===== config.mk =====
export PLATFORM = sky130hd
export DESIGN_NAME = ext_ts_capture_fifo
export DESIGN_NICKNAME = d
export VERILOG_FILES = /design/src/rtl/ettc_pkg.sv /design/src/rtl/ettc_edge_detect.sv /design/src/rtl/ettc_ts_fifo.sv /design/src/rtl/ext_ts_capture_fifo.sv
export SDC_FILE = /design/constraint.sdc
export NUM_CORES = 2
export LEC_CHECK = 0
export CELL_PAD_IN_SITES_DETAIL_PLACEMENT = 0
export CELL_PAD_IN_SITES_GLOBAL_PLACEMENT = 1
export CORE_AREA = 2 2 468 331
export CTS_CLUSTER_SIZE = 20
export DETAILED_ROUTE_END_ITERATION = 6
export DIE_AREA = 0 0 470 333
export GPL_ROUTABILITY_DRIVEN = 0
export PLACE_DENSITY_LB_ADDON = 0.1
export SYNTH_ARGS = -nofsm -noshare
export SYNTH_HDL_FRONTEND = slang
export SYNTH_SLANG_ARGS = --single-unit

===== constraint.sdc =====
create_clock -name clk -period 7 [get_ports clk]
set_input_delay 1.75 -clock clk [delete_from_list [all_inputs] [get_ports clk]]
set_output_delay 1.75 -clock clk [all_outputs]
set_load 0.01 [all_outputs]

===== src/rtl/ettc_pkg.sv =====
package ettc_pkg;
  localparam int unsigned TS_W   = 64;
  localparam int unsigned HALF_W = TS_W / 2;

  typedef enum logic {
    HALF_LO = 1'b0,
    HALF_HI = 1'b1
  } half_e;
endpackage


===== src/rtl/ettc_edge_detect.sv =====
module ettc_edge_detect #(
  parameter int unsigned SYNC_STAGES = 2
) (
  input  logic clk,
  input  logic rst_n,
  input  logic trig_async,
  input  logic fall_sel,
  output logic edge_hit
);
  logic [SYNC_STAGES-1:0] sync_q;
  logic                   last_q;
  logic                   level;

  always_ff @(posedge clk or negedge rst_n) begin
    if (!rst_n) begin
      sync_q <= '0;
      last_q <= 1'b0;
    end else begin
      sync_q <= {sync_q[SYNC_STAGES-2:0], trig_async};
      last_q <= sync_q[SYNC_STAGES-1];
    end
  end

  assign level    = sync_q[SYNC_STAGES-1];
  assign edge_hit = fall_sel ? (!level && last_q) : (level && !last_q);

  // one level change yields a single-cycle pulse
  assert_single_pulse_R2: assert property (@(posedge clk) disable iff (!rst_n)
    edge_hit |=> (!edge_hit || (fall_sel != $past(fall_sel))));
endmodule


===== src/rtl/ettc_ts_fifo.sv =====
module ettc_ts_fifo
  import ettc_pkg::*;
#(
  parameter int unsigned DEPTH = 16,
  parameter int unsigned THR_W = 4
) (
  input  logic              clk,
  input  logic              rst_n,
  input  logic              push,
  input  logic [TS_W-1:0]   push_ts,
  input  logic              rd_ready,
  input  logic              ovf_clr,
  input  logic [THR_W-1:0]  thr,
  output logic              rd_valid,
  output logic              rd_half,
  output logic [HALF_W-1:0] rd_data,
  output logic              thr_hit,
  output logic              ovf_flag
);
  localparam int unsigned PTR_W = $clog2(DEPTH);
  localparam int unsigned CNT_W = PTR_W + 1;

  logic [TS_W-1:0]  mem [DEPTH];
  logic [PTR_W-1:0] wr_ptr, rd_ptr;
  logic [CNT_W-1:0] count;
  half_e            half_q;
  logic             ovf_q;
  logic             full, do_push, do_pop, hs;

  function automatic logic [PTR_W-1:0] ptr_next(input logic [PTR_W-1:0] p);
    return (p == PTR_W'(DEPTH - 1)) ? '0 : p + 1'b1;
  endfunction

  assign full    = (count == CNT_W'(DEPTH));
  assign do_push = push && !full;
  assign hs      = rd_ready && rd_valid;
  assign do_pop  = hs && (half_q == HALF_HI);

  always_ff @(posedge clk) begin
    if (do_push) mem[wr_ptr] <= push_ts;
  end

  always_ff @(posedge clk or negedge rst_n) begin
    if (!rst_n) begin
      wr_ptr <= '0;
      rd_ptr <= '0;
      count  <= '0;
      half_q <= HALF_LO;
      ovf_q  <= 1'b0;
    end else begin
      if (do_push) wr_ptr <= ptr_next(wr_ptr);
      if (do_pop)  rd_ptr <= ptr_next(rd_ptr);
      case ({do_push, do_pop})
        2'b10:   count <= count + 1'b1;
        2'b01:   count <= count - 1'b1;
        default: count <= count;
      endcase
      if (hs) half_q <= (half_q == HALF_LO) ? HALF_HI : HALF_LO;
      if (push && full)  ovf_q <= 1'b1;
      else if (ovf_clr)  ovf_q <= 1'b0;
    end
  end

  assign rd_valid = (count != '0);
  assign rd_half  = half_q;
  assign rd_data  = (half_q == HALF_HI) ? mem[rd_ptr][TS_W-1:HALF_W]
                                        : mem[rd_ptr][HALF_W-1:0];
  assign thr_hit  = (count >= CNT_W'(thr));
  assign ovf_flag = ovf_q;

  assert_no_overflow_R3: assert property (@(posedge clk) disable iff (!rst_n)
    count <= CNT_W'(DEPTH));
  assert_pop_drops_count_R4: assert property (@(posedge clk) disable iff (!rst_n)
    (do_pop && !do_push) |=> (count == $past(count) - 1'b1));
  assert_half_needs_data_R4: assert property (@(posedge clk) disable iff (!rst_n)
    !(half_q == HALF_HI && count == '0));
  assert_drop_sets_flag_R7: assert property (@(posedge clk) disable iff (!rst_n)
    (push && full) |=> ovf_q);
  assert_flag_sticky_R7: assert property (@(posedge clk) disable iff (!rst_n)
    (ovf_q && !ovf_clr) |=> ovf_q);
endmodule


===== src/rtl/ext_ts_capture_fifo.sv =====
module ext_ts_capture_fifo
  import ettc_pkg::*;
#(
  parameter int unsigned NUM_TRIG    = 2,
  parameter int unsigned DEPTH       = 16,
  parameter int unsigned THR_W       = 4,
  parameter int unsigned THR_RESET   = 8,
  parameter int unsigned SYNC_STAGES = 2
) (
  input  logic                     clk,
  input  logic                     rst_n,
  input  logic [TS_W-1:0]          cur_time,
  input  logic [NUM_TRIG-1:0]      trig_in,
  input  logic [NUM_TRIG-1:0]      trig_fall_sel,
  input  logic                     thr_wr,
  input  logic [THR_W:0]           thr_wdata,
  output logic [NUM_TRIG-1:0]      ts_valid,
  input  logic [NUM_TRIG-1:0]      ts_ready,
  output logic [NUM_TRIG-1:0]      ts_half,
  output logic [NUM_TRIG*HALF_W-1:0] ts_data,
  input  logic [NUM_TRIG-1:0]      ovf_clr,
  input  logic [NUM_TRIG-1:0]      avail_en,
  input  logic [NUM_TRIG-1:0]      thr_en,
  input  logic [NUM_TRIG-1:0]      ovf_en,
  output logic [NUM_TRIG-1:0]      evt_avail,
  output logic [NUM_TRIG-1:0]      evt_thr,
  output logic [NUM_TRIG-1:0]      evt_ovf
);
  logic [THR_W-1:0]    thr_q;
  logic [NUM_TRIG-1:0] edge_hit, thr_hit, ovf_flag;

  // a set top bit means the value exceeds the largest legal threshold
  always_ff @(posedge clk or negedge rst_n) begin
    if (!rst_n)                        thr_q <= THR_W'(THR_RESET);
    else if (thr_wr && !thr_wdata[THR_W]) thr_q <= thr_wdata[THR_W-1:0];
  end

  assert_thr_reject_R9: assert property (@(posedge clk) disable iff (!rst_n)
    (thr_wr && thr_wdata[THR_W]) |=> $stable(thr_q));

  for (genvar c = 0; c < NUM_TRIG; c++) begin : g_chan
    ettc_edge_detect #(.SYNC_STAGES(SYNC_STAGES)) u_edge (
      .clk        (clk),
      .rst_n      (rst_n),
      .trig_async (trig_in[c]),
      .fall_sel   (trig_fall_sel[c]),
      .edge_hit   (edge_hit[c])
    );

    ettc_ts_fifo #(.DEPTH(DEPTH), .THR_W(THR_W)) u_fifo (
      .clk      (clk),
      .rst_n    (rst_n),
      .push     (edge_hit[c]),
      .push_ts  (cur_time),
      .rd_ready (ts_ready[c]),
      .ovf_clr  (ovf_clr[c]),
      .thr      (thr_q),
      .rd_valid (ts_valid[c]),
      .rd_half  (ts_half[c]),
      .rd_data  (ts_data[c*HALF_W +: HALF_W]),
      .thr_hit  (thr_hit[c]),
      .ovf_flag (ovf_flag[c])
    );

    assign evt_avail[c] = ts_valid[c] && avail_en[c];
    assign evt_thr[c]   = thr_hit[c]  && thr_en[c];
    assign evt_ovf[c]   = ovf_flag[c] && ovf_en[c];
  end
endmodule


# --- Word level (Yosys, flattened, before mapping) ---
# Memory sizes are Yosys's and may differ from the RTL's.
# Index checks and enable logic that the tools add are counted.
classes:
  add_sub_neg: 8
  n_lt_le_gt_ge: 2
  n_eq_ne: 10
  muxes: 20
  n_reduce_logical: 32
op_table:
  columns: ["cell", "n"]
  rows:
  - ["$mux 32", 2]
  - ["$pmux 5 s2", 2]
  - ["$logic_and 1x1->1", 19]
  - ["$add 4x1->4 const B", 4]
  - ["$eq 4x4->1 const B", 4]
  - ["$mux 4", 4]
  - ["$mux 1", 12]
  - ["$add 5x1->5 const B", 2]
  - ["$eq 5x5->1 const B", 2]
  - ["$ge 5x4->1", 2]
  - ["$reduce_bool 5->1", 2]
  - ["$sub 5x1->5 const B", 2]
  - ["$reduce_bool 2->1", 4]
  - ["$logic_not 1->1", 7]
  - ["$eq 2x1->1 const B", 2]
  - ["$eq 2x2->1 const B", 2]
totals:
  register_bits: 40
  ram_bits: 2048
  in_bits: 86
  output_inout_bits: 74
  wordCells: 89
  n_memories: 2
mem_list:
  columns: ["memory", "words", "word_bits", "rd", "rd_ports_with_merged_regs", "write_ports", "line_no", "rtl"]
  rows:
  - ["g_chan[0].u_fifo.mem", 16, 64, 1, 0, 1, "ettc_ts_fifo.sv:23", "logic [TS_W-1:0] mem [DEPTH];"]
  - ["g_chan[1].u_fifo.mem", 16, 64, 1, 0, 1, "ettc_ts_fifo.sv:23", null]

# --- Logic depth before layout (Yosys ltp) ---
logic_depth:
  word_depth: 6
  depth_mapped: 11
  mapped_depth_nobuf: 10

# --- By module ---
# From an unflattened synthesis, not the netlist that was laid out.
unflattened:
  cells_unflattened: 3621
  hier_area_um2: 79766.5
by_module_without_submodules:
  columns: ["mod", "n_inst", "cells_per_inst", "area_each_um2", "seq_area_each_um2"]
  rows:
  - ["ettc_ts_fifo", 2, 1797, 39679.3, 31124.9]
  - ["ext_ts_capture_fifo", 1, 15, 212.7, 101.3]
  - ["ettc_edge_detect", 2, 6, 97.6, 75.1]

# --- Least setup slack after synthesis ---
# OpenSTA, ideal clock, no wires.
synth_timing:
  path_kind: "input to register"
  from: "input port trig_fall_sel[1]"
  to: "memory g_chan[1].u_fifo.mem[13][0], enable pin"
  setup_ns: 0.565
  arrival_ns: 6.786
  required_ns: 6.435
  path_slack_ns: -0.350
  path_stages: 4
  path_buffers: 0
  path_cell_list: "nor3b_2 -> a2bb2oi_2 -> nand2_2 -> nor3_1"
synth_via:
  elab_chain_cells: 4
synth_lines:
  columns: ["element", "line_no", "rtl"]
  rows:
  - ["from (decl)", "ext_ts_capture_fifo.sv:14", "input logic [NUM_TRIG-1:0] trig_fall_sel,"]
  - ["$mux 1", "ettc_edge_detect.sv:25", "assign edge_hit = fall_sel ? (!level && last_q) : (level && !last_q);"]
  - ["$logic_and 1x1->1", "ettc_ts_fifo.sv:35", "assign do_push = push && !full;"]
  - ["$mux 1", "ettc_ts_fifo.sv:40", "if (do_push) mem[wr_ptr] <= push_ts;"]
  - ["$mux 1 (implied by the code)", "ettc_ts_fifo.sv:40", null]
  - ["to (decl)", "ettc_ts_fifo.sv:23", null]
# Every way passes these cells.

# --- Worst setup path after layout ---
layout_timing:
  from: "register g_chan[0].u_fifo.rd_ptr[0]"
  to: "output port ts_data[3]"
layout_via:
  elab_chain_cells: 2
layout_lines:
  columns: ["element", "line_no", "rtl"]
  rows:
  - ["from (decl)", "ettc_ts_fifo.sv:24", "logic [PTR_W-1:0] wr_ptr, rd_ptr;"]
  - ["from (signal assigned)", "ettc_ts_fifo.sv:52", "if (do_pop) rd_ptr <= ptr_next(rd_ptr);"]
  - ["$mem_v2 16x64", null, null]
  - ["$mux 32", "ettc_ts_fifo.sv:66", "assign rd_data = (half_q == HALF_HI) ? mem[rd_ptr][TS_W-1:HALF_W]"]
  - ["to (decl)", "ext_ts_capture_fifo.sv:20", "output logic [NUM_TRIG*HALF_W-1:0] ts_data,"]
# Every way passes these cells.

==> impl_results.md <==
- Area share of fa/ha/maj cells after synthesis: 0.448%
- Most used cell, CP: buf_4
- Root Buffer: clkbuf_16
- Buffers on Ports: 159
- Post-synth top area cell: edfxtp_1
- Switching Fraction: 30.3%
- Die height: 333 um
- WL/cell: 29.3 um
- Setup Slack @ Placement: 1960 ps
- Max frequency: 169 MHz
- Post CTS Setup Buffer Count: 0
- Resize count post-CTS: 0
- # rows: 120
- WP data required: 5250 ps
- Ratio of cells with drive above 1 in the final layout: 10.6%
- Crit path DAT: 4150 ps
- Worst hold path class: reg2reg
- Area growth, synth to finish: 12.4%
- Vias in the first global route: 40198
- Synthesized instance count: 4334
- Hpwl dp: 104 mm
- Worst Max-Slew Pin Slew: 1290 ps
- Starting Density: 53.6%
- Number of DRC markers in iteration 0: 4519
- Hold Fails Final Rpt: 0
- Worst setup EP type: primary output
- Worst hold margin: 358 ps
- Via count of the routed design: 41321
- Routed WL: 198 mm
- # clock sinks: 2088
- Final TNS setup: 0 ps
- Grt total ovfl: 0
- Worst-Skew Late Latency: 830 ps
- Share of power burned in registers: 43.2%
- Post-Syn Nets: 4448
- CTS tree: yes
- Status: complete, no violations
- Fin crit share: 84.3%
- Top cell type's share of synthesized area: 75.5%
- Most Crowded Layer GR: met1
- Startpoint Class: flop
- DRT Pass-1 Iters: 5
- # setup viols final: 0
- Max Cap Violations: 0
- Met2 Use GR: 37.1%
- Part of the power in combinational logic: 27.1%
- Reg clk slew, reported paths: 60 ps
- Pwr per Cell Area: 377 nW/um^2
- H-tree depth: 4
- Commonest cells after routing, fill and taps aside: edfxtp_1 (2048), mux2i_1 (1024), a22oi_1 (512), clkbuf_16 (196), clkdlybuf4s50_1 (155)
- GR Layer Usage met3: 3.88%
- Via density: 6.13
- Most common flop cell mapped by yosys: edfxtp_1
- GRT Total Usage: 25.0%
- Dpl cells: 6397
- Yosys cell types: 64
- Async S/R FF share, synth: 1.92%
- CP max stage cell: dfrtp_1
- Compound-Gate Fraction of Synth Area: 5.28%
- Setup WS post-layout: 1100 ps
- # nets final: 4691
- Post-route insts no fill: 6744
- RSZ-0062 raised after global routing: false
- Lkg Pwr: 31.1 nW
- Kind of critical path: reg2out
- Total core area: 152000 sq um
- Synth Area in XOR/XNOR: 0.129%
- Longest Clk Path Bufs: 3
- Post-synth EDFFs: 2048
- Synthesis warning total: 0
- Clock Power Share: 29.7%
- Die X: 470 um
- Antenna-violating nets left: 0
- Fin. max-slew vios: 0
- Initial antenna violation count: 2
- Synthesized cell area: 81500 sq um
- Switch Pwr: 10.4 mW
- Max Clock Skew: 32.1 ps
- Period minus WS final: 5900 ps
- Largest net degree at the start of global routing: 109
- VDD IR max: 0.300 mV
- Syn_area_per_cell: 18.8 sq um
- P_int: 24.0 mW
- Crit path buffers/inverters: 3
- Commonest non-fill, non-tap cell in the layout: edfxtp_1
- Cells along the critical path: and4b_2, buf_4, buf_4, a22oi_1, nand4_1, nor2_1, clkdlybuf4s50_1
- Post-synthesis simple-gate area fraction: 2.43%
- CTS hold repair buffers: 0
- Largest cells by area after synthesis: edfxtp_1 (75%), mux2i_1 (13%), a22oi_1 (4.7%)
- Global Route met1 Usage: 38.6%
- Post-synthesis sequential area ratio: 76.7%
- First-pass GRT wire length: 282 mm
- Io pins: 160
- CTS Buf Count: 191
- Slew Limit Headroom: 14.0%
- CP delay by family, top: buffers and inverters
- CP Max Fanout: 21
- Main combinational cell family by area after synthesis: multiplexers
- Die ar.: 157000 sq um
- Synth Register Bits: 2088
- Post-route DRC: 0
- Multiplexer share of the synthesized area: 12.6%
- CP max stage delay: 1000 ps
cell usage after synthesis, types with 3 or more instances:
master / number
xnor2_1: 6
clkbuf_1: 19
nor3_1: 14
and2_1: 9
and4bb_1: 6
o41ai_1: 3
nor4bb_1: 6
clkbuf_4: 7
nor2_1: 74
edfxtp_1: 2048
nor2b_1: 4
buf_6: 56
nand4_1: 128
nand2_1: 20
inv_2: 4
a21oi_1: 7
xor2_1: 6
mux2i_1: 1024
a21o_1: 5
dfrtp_1: 39
nor4b_4: 5
buf_2: 104
buf_4: 68
o31ai_1: 4
nor4b_2: 3
and3_1: 14
and4b_1: 8
o21ai_0: 20
o211ai_1: 4
inv_1: 27
ha_1: 26
a22oi_1: 512
cell families (layout without fill, tap and decap cells):
kind of cell               count (synthesis)  count (layout)
and+or+nand+nor                          312             312
xor gates and xnor gates                  12              12
AOI/OAI and AO/OA                        576             576
other                                      0               1
muxes                                   1027            1027
buffers and inverters                    291             687
DFF                                     2088            2088
adders and majority gates                 28              28
per-stage QoR:
step           instance area [sq um]  power [mW]  util (%)
6_report                       91600        34.5      60.3
3_5_place_dp                   85500        24.5      56.3
5_1_grt                        91600        35.7      60.3
3_3_place_gp                   85500        24.5      56.3
2_1_floorplan                  81500        21.1         -
4_1_cts                        91600        34.7      60.3
flip-flops by register name, indices dropped and copies added (netlist names):
name / flops
g_chan.u_fifo.mem: 2048
g_chan.u_fifo.wr_ptr: 8
g_chan.u_fifo.rd_half: 2
g_chan.u_fifo.rd_ptr: 8
g_chan.u_fifo.count: 10
g_chan.u_edge.sync_q: 4
thr_q: 4
g_chan.u_fifo.ovf_flag: 2
g_chan.u_edge.last_q: 2
per-layer routing:
layer  vias to the layer above  wire (um)
li1                      18125          -
met1                     21635      92800
met2                      1340      88300
met3                       221      12900
met4                         0       3570
met5                         -          0
power groups by stage:
stage	combinational, mW	sequential [mW]	clock [mW]
after floorplan	6.23	14.8	0
after detailed placement	9.38	15.1	0
after global routing	9.90	14.9	10.9
after CTS	9.42	14.9	10.4
after global placement	9.35	15.1	0
final	9.35	14.9	10.2
final cells by class:
class                   count  area [sq um]
fillers                 11051         60400
diodes                      1          2.50
multi-input cells        1955         17300
repair buffers            310          2990
clock buffers             237          5120
flip-flops and latches   2088         62500
well taps                2013          2520
inverters                  31           116
clock inverters           109           958
final timing paths:
check,start,cells past startpoint,end,slack (ps)
setup / recovery,g_chan[0].u_fifo.rd_ptr[0],7,ts_data[3],1100
hold / removal,g_chan[1].u_edge.sync_q[0],0,g_chan[1].u_edge.sync_q[1],360
setup reg to reg,g_chan[1].u_edge.last_q,5,g_chan[1].u_fifo.mem[11][10],3800
hold reg to reg,g_chan[1].u_edge.sync_q[0],0,g_chan[1].u_edge.sync_q[1],360
max in group asynchronous,rst_n,2,g_chan[0].u_fifo.rd_ptr[1],5400
min in group asynchronous,rst_n,2,g_chan[1].u_fifo.rd_half,1040
worst reg2reg max path, delay by kind of cell, from the launching register on:
kind | cells | cell delay (ps)
AND/OR/NAND/NOR | 3 | 1520
AO/OA/AOI/OAI | 1 | 450
buffers and inverters | 1 | 400
flip-flops | 1 | 390
No activity file was read; power rests on OpenSTA's default activity.
